`config.mk`:
```
export PLATFORM = sky130hd
export DESIGN_NAME = supmon_irq
export DESIGN_NICKNAME = d
export VERILOG_FILES = /design/src/rtl/supmon_pkg.sv /design/src/rtl/supmon_regs.sv /design/src/rtl/supmon_settle.sv /design/src/rtl/supmon_filter.sv /design/src/rtl/supmon_irq.sv
export SDC_FILE = /design/constraint.sdc
export NUM_CORES = 1
export LEC_CHECK = 0
export ABC_AREA = 1
export BUFFER_PORTS_ARGS = -buffer_cell sky130_fd_sc_hd__buf_2
export CAP_MARGIN = 20
export CORE_ASPECT_RATIO = 1.4
export CORE_MARGIN = 2
export CORE_UTILIZATION = 57
export DETAILED_ROUTE_END_ITERATION = 8
export PLACE_DENSITY = 0.86
export SLEW_MARGIN = 15
export SYNTH_ARGS = -nofsm -noshare
export SYNTH_HDL_FRONTEND = slang
export SYNTH_SLANG_ARGS = --single-unit
```
`constraint.sdc`:
```
create_clock -name clk -period 1.9 [get_ports clk]
set_input_delay 0.095 -clock clk [delete_from_list [all_inputs] [get_ports clk]]
set_output_delay 0.095 -clock clk [all_outputs]
set_load 0.01 [all_outputs]
```
`src/rtl/supmon_pkg.sv`:
```
// Shared register addresses and the control register layout for the supply
// monitor interrupt logic.
package supmon_pkg;

    localparam logic [1:0] ADDR_CTRL   = 2'd0;
    localparam logic [1:0] ADDR_SETTLE = 2'd1;
    localparam logic [1:0] ADDR_FLAG   = 2'd2;

    // Direction select encodings (bit1 set means both directions)
    localparam logic [1:0] DIR_FALL = 2'b00;
    localparam logic [1:0] DIR_RISE = 2'b01;

    // Control register, MSB first: [7:6] dir_sel, [5:4] div_sel, [3] nmi_sel,
    // [2] bypass, [1] irq_en, [0] mon_en
    typedef struct packed {
        logic [1:0] dir_sel;
        logic [1:0] div_sel;
        logic       nmi_sel;
        logic       bypass;
        logic       irq_en;
        logic       mon_en;
    } ctrl_t;

    localparam int REG_W = $bits(ctrl_t);

endpackage

```
`src/rtl/supmon_regs.sv`:
```
// Register file: control, settle count and the sticky detection flag.
// Assumes single-cycle writes; reads are combinational. A flag set request
// wins over a clearing write in the same cycle.
module supmon_regs
    import supmon_pkg::*;
(
    input  logic             clk,
    input  logic             rst_n,
    input  logic             wr_en,
    input  logic [1:0]       wr_addr,
    input  logic [REG_W-1:0] wr_data,
    input  logic [1:0]       rd_addr,
    input  logic             flag_set,
    output logic [REG_W-1:0] rd_data,
    output ctrl_t            ctrl,
    output logic [REG_W-1:0] settle,
    output logic             flag
);

    // Control and settle registers take software writes
    always_ff @(posedge clk) begin
        if (!rst_n) begin
            ctrl   <= '0;
            settle <= '0;
        end else if (wr_en) begin
            if (wr_addr == ADDR_CTRL)   ctrl   <= ctrl_t'(wr_data);
            if (wr_addr == ADDR_SETTLE) settle <= wr_data;
        end
    end

    // Sticky flag: hardware set has priority over a software clear
    always_ff @(posedge clk) begin
        if (!rst_n)
            flag <= 1'b0;
        else if (flag_set)
            flag <= 1'b1;
        else if (wr_en && wr_addr == ADDR_FLAG && !wr_data[0])
            flag <= 1'b0;
    end

    // Read multiplexer
    always_comb begin
        case (rd_addr)
            ADDR_CTRL:   rd_data = ctrl;
            ADDR_SETTLE: rd_data = settle;
            ADDR_FLAG:   rd_data = {{(REG_W-1){1'b0}}, flag};
            default:     rd_data = '0;
        endcase
    end

endmodule

```
`src/rtl/supmon_settle.sv`:
```
// Settling timer: after the monitor is enabled, counts system clocks up to
// the programmed limit and then reports the detector ready. Disabling the
// monitor restarts the count.
module supmon_settle #(
    parameter int CNT_W = 8
) (
    input  logic             clk,
    input  logic             rst_n,
    input  logic             enable,
    input  logic [CNT_W-1:0] limit,
    output logic             ready
);

    logic [CNT_W-1:0] cnt;

    // Count up while enabled, saturating at the limit
    always_ff @(posedge clk) begin
        if (!rst_n || !enable)
            cnt <= '0;
        else if (cnt < limit)
            cnt <= cnt + 1'b1;
    end

    assign ready = enable && (cnt >= limit);

endmodule

```
`src/rtl/supmon_filter.sv`:
```
// Sampling divider, two-sample agreement filter and crossing detector.
// Assumes cmp is already synchronous to clk. The divider turns the slow
// strobe into a sample enable every 2**div_sel strobes. Outside bypass, the
// level moves only when two consecutive samples agree and differ from it.
// In bypass the raw bit is followed every clock. Any loss of 'active' or a
// change of bypass mode discards the level history, so no stale crossing
// can appear. Crossing pulses are registered and last one clock.
module supmon_filter #(
    parameter int SEL_W = 2
) (
    input  logic             clk,
    input  logic             rst_n,
    input  logic             active,
    input  logic             bypass,
    input  logic [SEL_W-1:0] div_sel,
    input  logic             slow_tick,
    input  logic             cmp,
    output logic             ev_rise,
    output logic             ev_fall
);

    localparam int DIV_CNT_W = (1 << SEL_W) - 1;
    localparam logic [1:0] NS_EMPTY = 2'd0;
    localparam logic [1:0] NS_ONE   = 2'd1;

    logic [DIV_CNT_W-1:0] div_cnt;
    logic [DIV_CNT_W-1:0] div_mask;
    logic                 samp;
    logic [1:0]           nsamp;
    logic                 prev;
    logic                 lvl;
    logic                 byp_q;

    // Free-running strobe counter for the divider
    always_ff @(posedge clk) begin
        if (!rst_n)
            div_cnt <= '0;
        else if (slow_tick)
            div_cnt <= div_cnt + 1'b1;
    end

    // Low div_sel bits of the counter must all be ones to take a sample
    always_comb begin
        for (int i = 0; i < DIV_CNT_W; i++)
            div_mask[i] = (i < int'(div_sel));
    end

    assign samp = slow_tick && ((div_cnt & div_mask) == div_mask);

    // Level tracking and crossing detection
    always_ff @(posedge clk) begin
        if (!rst_n) begin
            nsamp   <= NS_EMPTY;
            prev    <= 1'b0;
            lvl     <= 1'b0;
            byp_q   <= 1'b0;
            ev_rise <= 1'b0;
            ev_fall <= 1'b0;
        end else begin
            ev_rise <= 1'b0;
            ev_fall <= 1'b0;
            byp_q   <= bypass;
            if (!active || bypass != byp_q) begin
                nsamp <= NS_EMPTY;
            end else if (bypass) begin
                if (nsamp == NS_EMPTY) begin
                    lvl   <= cmp;
                    nsamp <= 2'd2;
                end else if (cmp != lvl) begin
                    lvl     <= cmp;
                    ev_rise <= cmp;
                    ev_fall <= !cmp;
                end
            end else if (samp) begin
                prev <= cmp;
                if (nsamp == NS_EMPTY) begin
                    nsamp <= NS_ONE;
                end else if (nsamp == NS_ONE) begin
                    if (prev == cmp) begin
                        lvl   <= cmp;
                        nsamp <= 2'd2;
                    end
                end else if (prev == cmp && cmp != lvl) begin
                    lvl     <= cmp;
                    ev_rise <= cmp;
                    ev_fall <= !cmp;
                end
            end
        end
    end

endmodule

```
`src/rtl/supmon_irq.sv`:
```
// Top of the supply monitor interrupt logic. Joins the register file, the
// settling timer and the filter. Qualifies crossings by direction and issues
// a one-clock request on the selected output when requests are enabled.
// Assumes cmp_above is synchronous to clk.
module supmon_irq
    import supmon_pkg::*;
#(
    parameter int SEL_W = 2
) (
    input  logic             clk,
    input  logic             rst_n,
    input  logic             wr_en,
    input  logic [1:0]       wr_addr,
    input  logic [REG_W-1:0] wr_data,
    input  logic [1:0]       rd_addr,
    output logic [REG_W-1:0] rd_data,
    input  logic             cmp_above,
    input  logic             slow_tick,
    output logic             irq_maskable,
    output logic             irq_nmi
);

    ctrl_t            ctrl;
    logic [REG_W-1:0] settle;
    logic             flag;
    logic             ready;
    logic             ev_rise;
    logic             ev_fall;
    logic             qual;

    supmon_regs u_regs (
        .clk      (clk),
        .rst_n    (rst_n),
        .wr_en    (wr_en),
        .wr_addr  (wr_addr),
        .wr_data  (wr_data),
        .rd_addr  (rd_addr),
        .flag_set (qual),
        .rd_data  (rd_data),
        .ctrl     (ctrl),
        .settle   (settle),
        .flag     (flag)
    );

    supmon_settle #(.CNT_W(REG_W)) u_settle (
        .clk    (clk),
        .rst_n  (rst_n),
        .enable (ctrl.mon_en),
        .limit  (settle),
        .ready  (ready)
    );

    supmon_filter #(.SEL_W(SEL_W)) u_filter (
        .clk       (clk),
        .rst_n     (rst_n),
        .active    (ready),
        .bypass    (ctrl.bypass),
        .div_sel   (SEL_W'(ctrl.div_sel)),
        .slow_tick (slow_tick),
        .cmp       (cmp_above),
        .ev_rise   (ev_rise),
        .ev_fall   (ev_fall)
    );

    // Direction qualification of the crossing pulses
    always_comb begin
        if (ctrl.dir_sel[1])
            qual = ev_rise || ev_fall;
        else if (ctrl.dir_sel == DIR_RISE)
            qual = ev_rise;
        else
            qual = ev_fall;
    end

    // Request pulse, routed by the type select
    always_ff @(posedge clk) begin
        if (!rst_n) begin
            irq_maskable <= 1'b0;
            irq_nmi      <= 1'b0;
        end else begin
            irq_maskable <= qual && ctrl.irq_en && !ctrl.nmi_sel;
            irq_nmi      <= qual && ctrl.irq_en && ctrl.nmi_sel;
        end
    end

endmodule

```
## Yosys cells after proc, flatten, opt, wreduce, memory -nomap -nowiden

Cells that the tools add are included.

- Add/subtract/negate cells: 2
- Order comparisons: 5
- Equal/unequal tests: 14
- Multiplexer cells: 33
- Bitwise operators: 4
- Reductions and logical operators: 31

Operator list:

| kind | number |
|---|---|
| $mux 1 | 26 |
| $pmux 8 s3 | 1 |
| $mux 2 | 6 |
| $add 8x1->8 const B | 1 |
| $eq 2x1->1 const B | 4 |
| $ge 8x8->1 | 1 |
| $logic_and 1x1->1 | 8 |
| $lt 8x8->1 | 1 |
| $reduce_bool 2->1 | 4 |
| $logic_not 1->1 | 6 |
| $logic_not 2->1 | 3 |
| $reduce_and 6->1 | 1 |
| $eq 2x2->1 const B | 2 |
| $lt 1x2->1 const A | 2 |
| $reduce_and 2->1 | 2 |
| $reduce_and 4->1 | 1 |
| $add 3x1->3 const B | 1 |
| $and 3x3->3 | 1 |
| $eq 3x3->1 | 1 |
| $logic_or 1x1->1 | 3 |
| $ne 3x1->1 const B | 1 |
| $ne 3x3->1 const B | 1 |
| $not 1->1 | 3 |
| $reduce_and 3->1 | 1 |
| other kinds (7) | 8 |

- Bits in registers: 37
- Input bits: 17
- Output and inout port bits: 10
- Word-level logic and storage cells: 107

## Depth between registers and ports, before layout

- Word-level depth: 7
- Depth in mapped cells: 14
- Gate-level depth less buffers: 14

## Hierarchy

Synthesis repeated with hierarchy kept, for this count alone.

- Cell total of the unflattened synthesis: 317
- Area total of the unflattened synthesis: 2093.3 um2

By module, submodules not included:

| module | times used | cells each | area an instance (um2) | seq. area each (um2) |
|---|---|---|---|---|
| supmon_regs | 1 | 109 | 742.0 | 340.3 |
| supmon_settle | 1 | 105 | 666.9 | 160.2 |
| supmon_filter | 1 | 90 | 596.8 | 200.2 |
| supmon_irq | 1 | 13 | 87.6 | 40.0 |

## Worst setup path before layout

No wires, ideal clock.

- Path kind: reg-to-reg
- Start point: reg u_regs.settle[7]
- End point: reg u_settle.cnt[2]
- Library setup time: 116 ps
- Arrival: 1371 ps
- Required time: 1784 ps
- Path slack: 413 ps
- Cell stages (with the launch flop): 9
- Path buffers: 0
- Cells stage by stage: dfxtp_1 > inv_1 > ha_1 > a21o_1 > nor2_4 > nand2_4 > inv_6 > nand3_1 > and3_1

- Longest elaborated chain between the ends: 1

RTL lines:

| item | RTL line | text |
|---|---|---|
| from (decl) | supmon_regs.sv:16 | `output logic [REG_W-1:0] settle,` |
| from (signal assigned) | supmon_regs.sv:27 | `if (wr_addr == ADDR_SETTLE) settle <= wr_data;` |
| $lt 8x8->1 | supmon_settle.sv:20 | `else if (cnt < limit)` |
| to (signal assigned) | supmon_settle.sv:21 | `cnt <= cnt + 1'b1;` |
| to (decl) | supmon_settle.sv:14 | `logic [CNT_W-1:0] cnt;` |

No other way between the ends.
A chain may end at the register's enable or synchronous reset.

## Worst setup path in the final report

Ends and elaborated chain as after synthesis.

==> impl_metrics.env <==
export IMPL_status="complete, no violations"
export IMPL_r2r_end="u_settle.cnt[2]$_SDFFE_PP0P_"
export IMPL_synthFlopType="dfxtp_1"
export IMPL_syn_area_mm2=0.001971
export IMPL_die_y_um=73.57
export IMPL_diodes=0
export IMPL_synth_common_cells="inv_1, nand2_1, dfxtp_1, o21ai_0"
export IMPL_p_sw_share_pct=27.14
export IMPL_via_count=1797
export IMPL_rrSetupSlack_ns=0.30
export IMPL_hold_end="u_regs.ctrl[4]$_SDFFE_PN0P_"
export IMPL_reg2reg_from="u_regs.settle[7]$_SDFFE_PN0P_"
export IMPL_setup_viol=0
export IMPL_worst_slack_ns=0.3008
export IMPL_ys_ff_latch=37
export IMPL_cts_root_buf="clkbuf_8"
export IMPL_grt_setup_unrepaired="false"
export IMPL_fmax_ghz=0.6253
export IMPL_die_x_um=53.70
export IMPL_yosysWarnings=0
export IMPL_cts_tree="yes"
export IMPL_drv_slew=0
export IMPL_cp_end_kind="register"
export IMPL_grt_pass1_vias=1699
export IMPL_yosysTopAreaCellShare_pct=37.59
export IMPL_grt_antenna_before_repair=0
export IMPL_seqPwrFrac_pct=51.0
export IMPL_critPathKind="reg -> reg"
export IMPL_clock_latency_ns=0.29
export IMPL_hold_viol=0
export IMPL_crit_fanout=9
export IMPL_ctsHoldBuffers=0
export IMPL_postCtsSetupBuffers=0
export IMPL_dieArea_mm2=0.003950
export IMPL_synth_cell_types=31
export IMPL_cts_sink_count=37
export IMPL_ir_worst_vdd_v=0.0006713
export IMPL_rows=25
export IMPL_drv_cap=0
export IMPL_postSynthCellCount=265
export IMPL_cts_buffers=5
export IMPL_place_gp_congestion=0.8054
export IMPL_post_drt_wl_per_cell_um=13.01
export IMPL_pre_cts_slack_ns=0.3138
export IMPL_power_switching_w=0.0004352
export IMPL_power_density_mw_per_mm2=724.9
export IMPL_ant_nets=0
export IMPL_core_mm2=0.003347
export IMPL_syn_avg_cell_area_um2=7.436
export IMPL_grt_max_degree=26
export IMPL_startpoint_type="register"
export IMPL_clock_power_share_pct=34.4
export IMPL_skew_ns=0.004377
export IMPL_hpwl_mm=3.366
export IMPL_route_detailed_drc=0
export IMPL_via_per_inst=5.380
export IMPL_synthTopCellsByArea="dfxtp_1, inv_1, ha_1"
export IMPL_hold_start="wr_data[4]"
export IMPL_synth_nets=294
export IMPL_ctsResizeCount=0
export IMPL_grt_overflow_total=0
export IMPL_drtPass1Iterations=4
export IMPL_htreeDepth=2
export IMPL_worstPathArrival_ns=1.79
export IMPL_nNetsFinal=323
export IMPL_power_frac_comb_pct=14.7
export IMPL_drt_iter0_drc=49
export IMPL_fill_cells=291
export IMPL_clockBufferDepth=2
export IMPL_min_path_type="in -> reg"
export IMPL_relSlewSlack_pct=73.28
export IMPL_drive_gt1_share_pct=18.71
export IMPL_io_pins=27
export IMPL_whs_ns=0.06414
export IMPL_reg2reg_depth=8
export IMPL_wl_mm=4.346
export IMPL_cts_clk_slew_worst_paths_ns=0.07
export IMPL_start_util_pct=58.88
export IMPL_p_int_w=0.001168
export IMPL_fin_crit_ns=1.599
export IMPL_fin_crit_sh_pct=84.17
export IMPL_required_ns=2.09
export IMPL_grt_pass1_wl_mm=7.203
export IMPL_yosysMostFrequentCell="inv_1"
export IMPL_ys_seq_area_share_pct=37.59
export IMPL_fin_setup_tns_ns=0
export IMPL_portBuffers=26
export IMPL_yosysTopAreaCell="dfxtp_1"
export IMPL_hold_path_depth=3
export IMPL_crit_path_start="u_regs.settle[7]$_SDFFE_PN0P_"
export IMPL_grtUsageTotal_pct=25.29
export IMPL_synthArstFlopShare_pct=0
export IMPL_leakagePower_nw=0.9728
export IMPL_synthToLayoutAreaGrowth_pct=12.25
export IMPL_worstMarginPinSlew_ns=0.4008
export IMPL_synth_edf_count=0
[cell usage in the layout, fill, tap and decap left out, types with 4 or more instances in the layout]
master,n
a21oi_1,25
buf_2,26
clkbuf_8,6
dfxtp_1,37
ha_1,12
inv_1,41
nand2_1,40
nand2_2,4
nand3_1,10
nand4_1,5
nor2_1,25
o21ai_0,27
o22ai_1,5
xnor2_1,4
[area by class of cell]
class                      count  area [um^2]  area share [%]
inverter                      44        170.2           7.692
clock buffer                   7        86.33           3.903
timing repair buffer          26        130.1           5.882
sequential                    37        740.7           33.48
multi-input combinational    180         1035           46.78
tap                           40        50.05           2.262
[worst max path at each step]
stage | slack, ns | depth (start not counted) | endpoint
6_report | 0.30 | 8 | u_settle.cnt[2]$_SDFFE_PP0P_
5_1_grt | 0.18 | 9 | u_filter.prev$_SDFFE_PN0P_
4_1_cts | 0.30 | 8 | u_settle.cnt[2]$_SDFFE_PP0P_
3_5_place_dp | 0.31 | 8 | u_settle.cnt[2]$_SDFFE_PP0P_
3_3_place_gp | 0.37 | 8 | u_settle.cnt[2]$_SDFFE_PP0P_
2_1_floorplan | 0.41 | 8 | u_settle.cnt[2]$_SDFFE_PP0P_
[stage by stage]
step	cell area, um^2	total power [W]	utilization, %	instances
finish	2212	0.001603	66.09	334
floorplan	1971	0.001001	-	265
CTS	2212	0.001616	66.09	334
global placement	2126	0.001056	63.51	327
global route	2212	0.001681	66.09	334
detailed placement	2126	0.001067	63.51	327
[per-layer routing]
layer / global-route usage [%] / share of wire (%)
met5: 0 / 0
met4: 13.68 / 2.9
met3: 5.894 / 3.0
met2: 45.66 / 54
met1: 25.61 / 40
[worst max-delay path, stage by stage, from the launching register on]
cell,delay [ns]
dfxtp_1,0.31
inv_1,0.06
ha_1,0.32
a21o_1,0.22
nor2_4,0.16
nand2_4,0.11
inv_6,0.09
nand3_1,0.06
and3_1,0.16
[registers in the layout (all words and copies together), names as in the netlist, 2 cells and up]
register and count:
u_filter.div_cnt 3, u_regs.settle 8, u_settle.cnt 8, u_filter.nsamp 2, u_regs.ctrl 8
[power by group through the flow]
stage	clock network [W]	registers (W)	logic (W)
final	0.000551	0.000817	0.000235
after global routing	0.000597	0.000820	0.000264
after CTS	0.000566	0.000817	0.000234
after detailed placement	0	0.000834	0.000232
after global placement	0	0.000833	0.000223
after floorplan	0	0.000830	0.000171
[cells by family (layout without fill, tap and decap cells)]
kind of cell / after synthesis / after routing / share of synthesized area, %
XOR/XNOR: 4 / 4 / 1.778
adder cells (fa/ha/maj): 12 / 12 / 7.619
flip-flops: 37 / 37 / 37.59
AO/OA/AOI/OAI: 65 / 65 / 17.78
buffers and inverters: 48 / 77 / 9.905
AND/OR/NAND/NOR: 99 / 99 / 25.33
(Power assumes the default switching activity.)
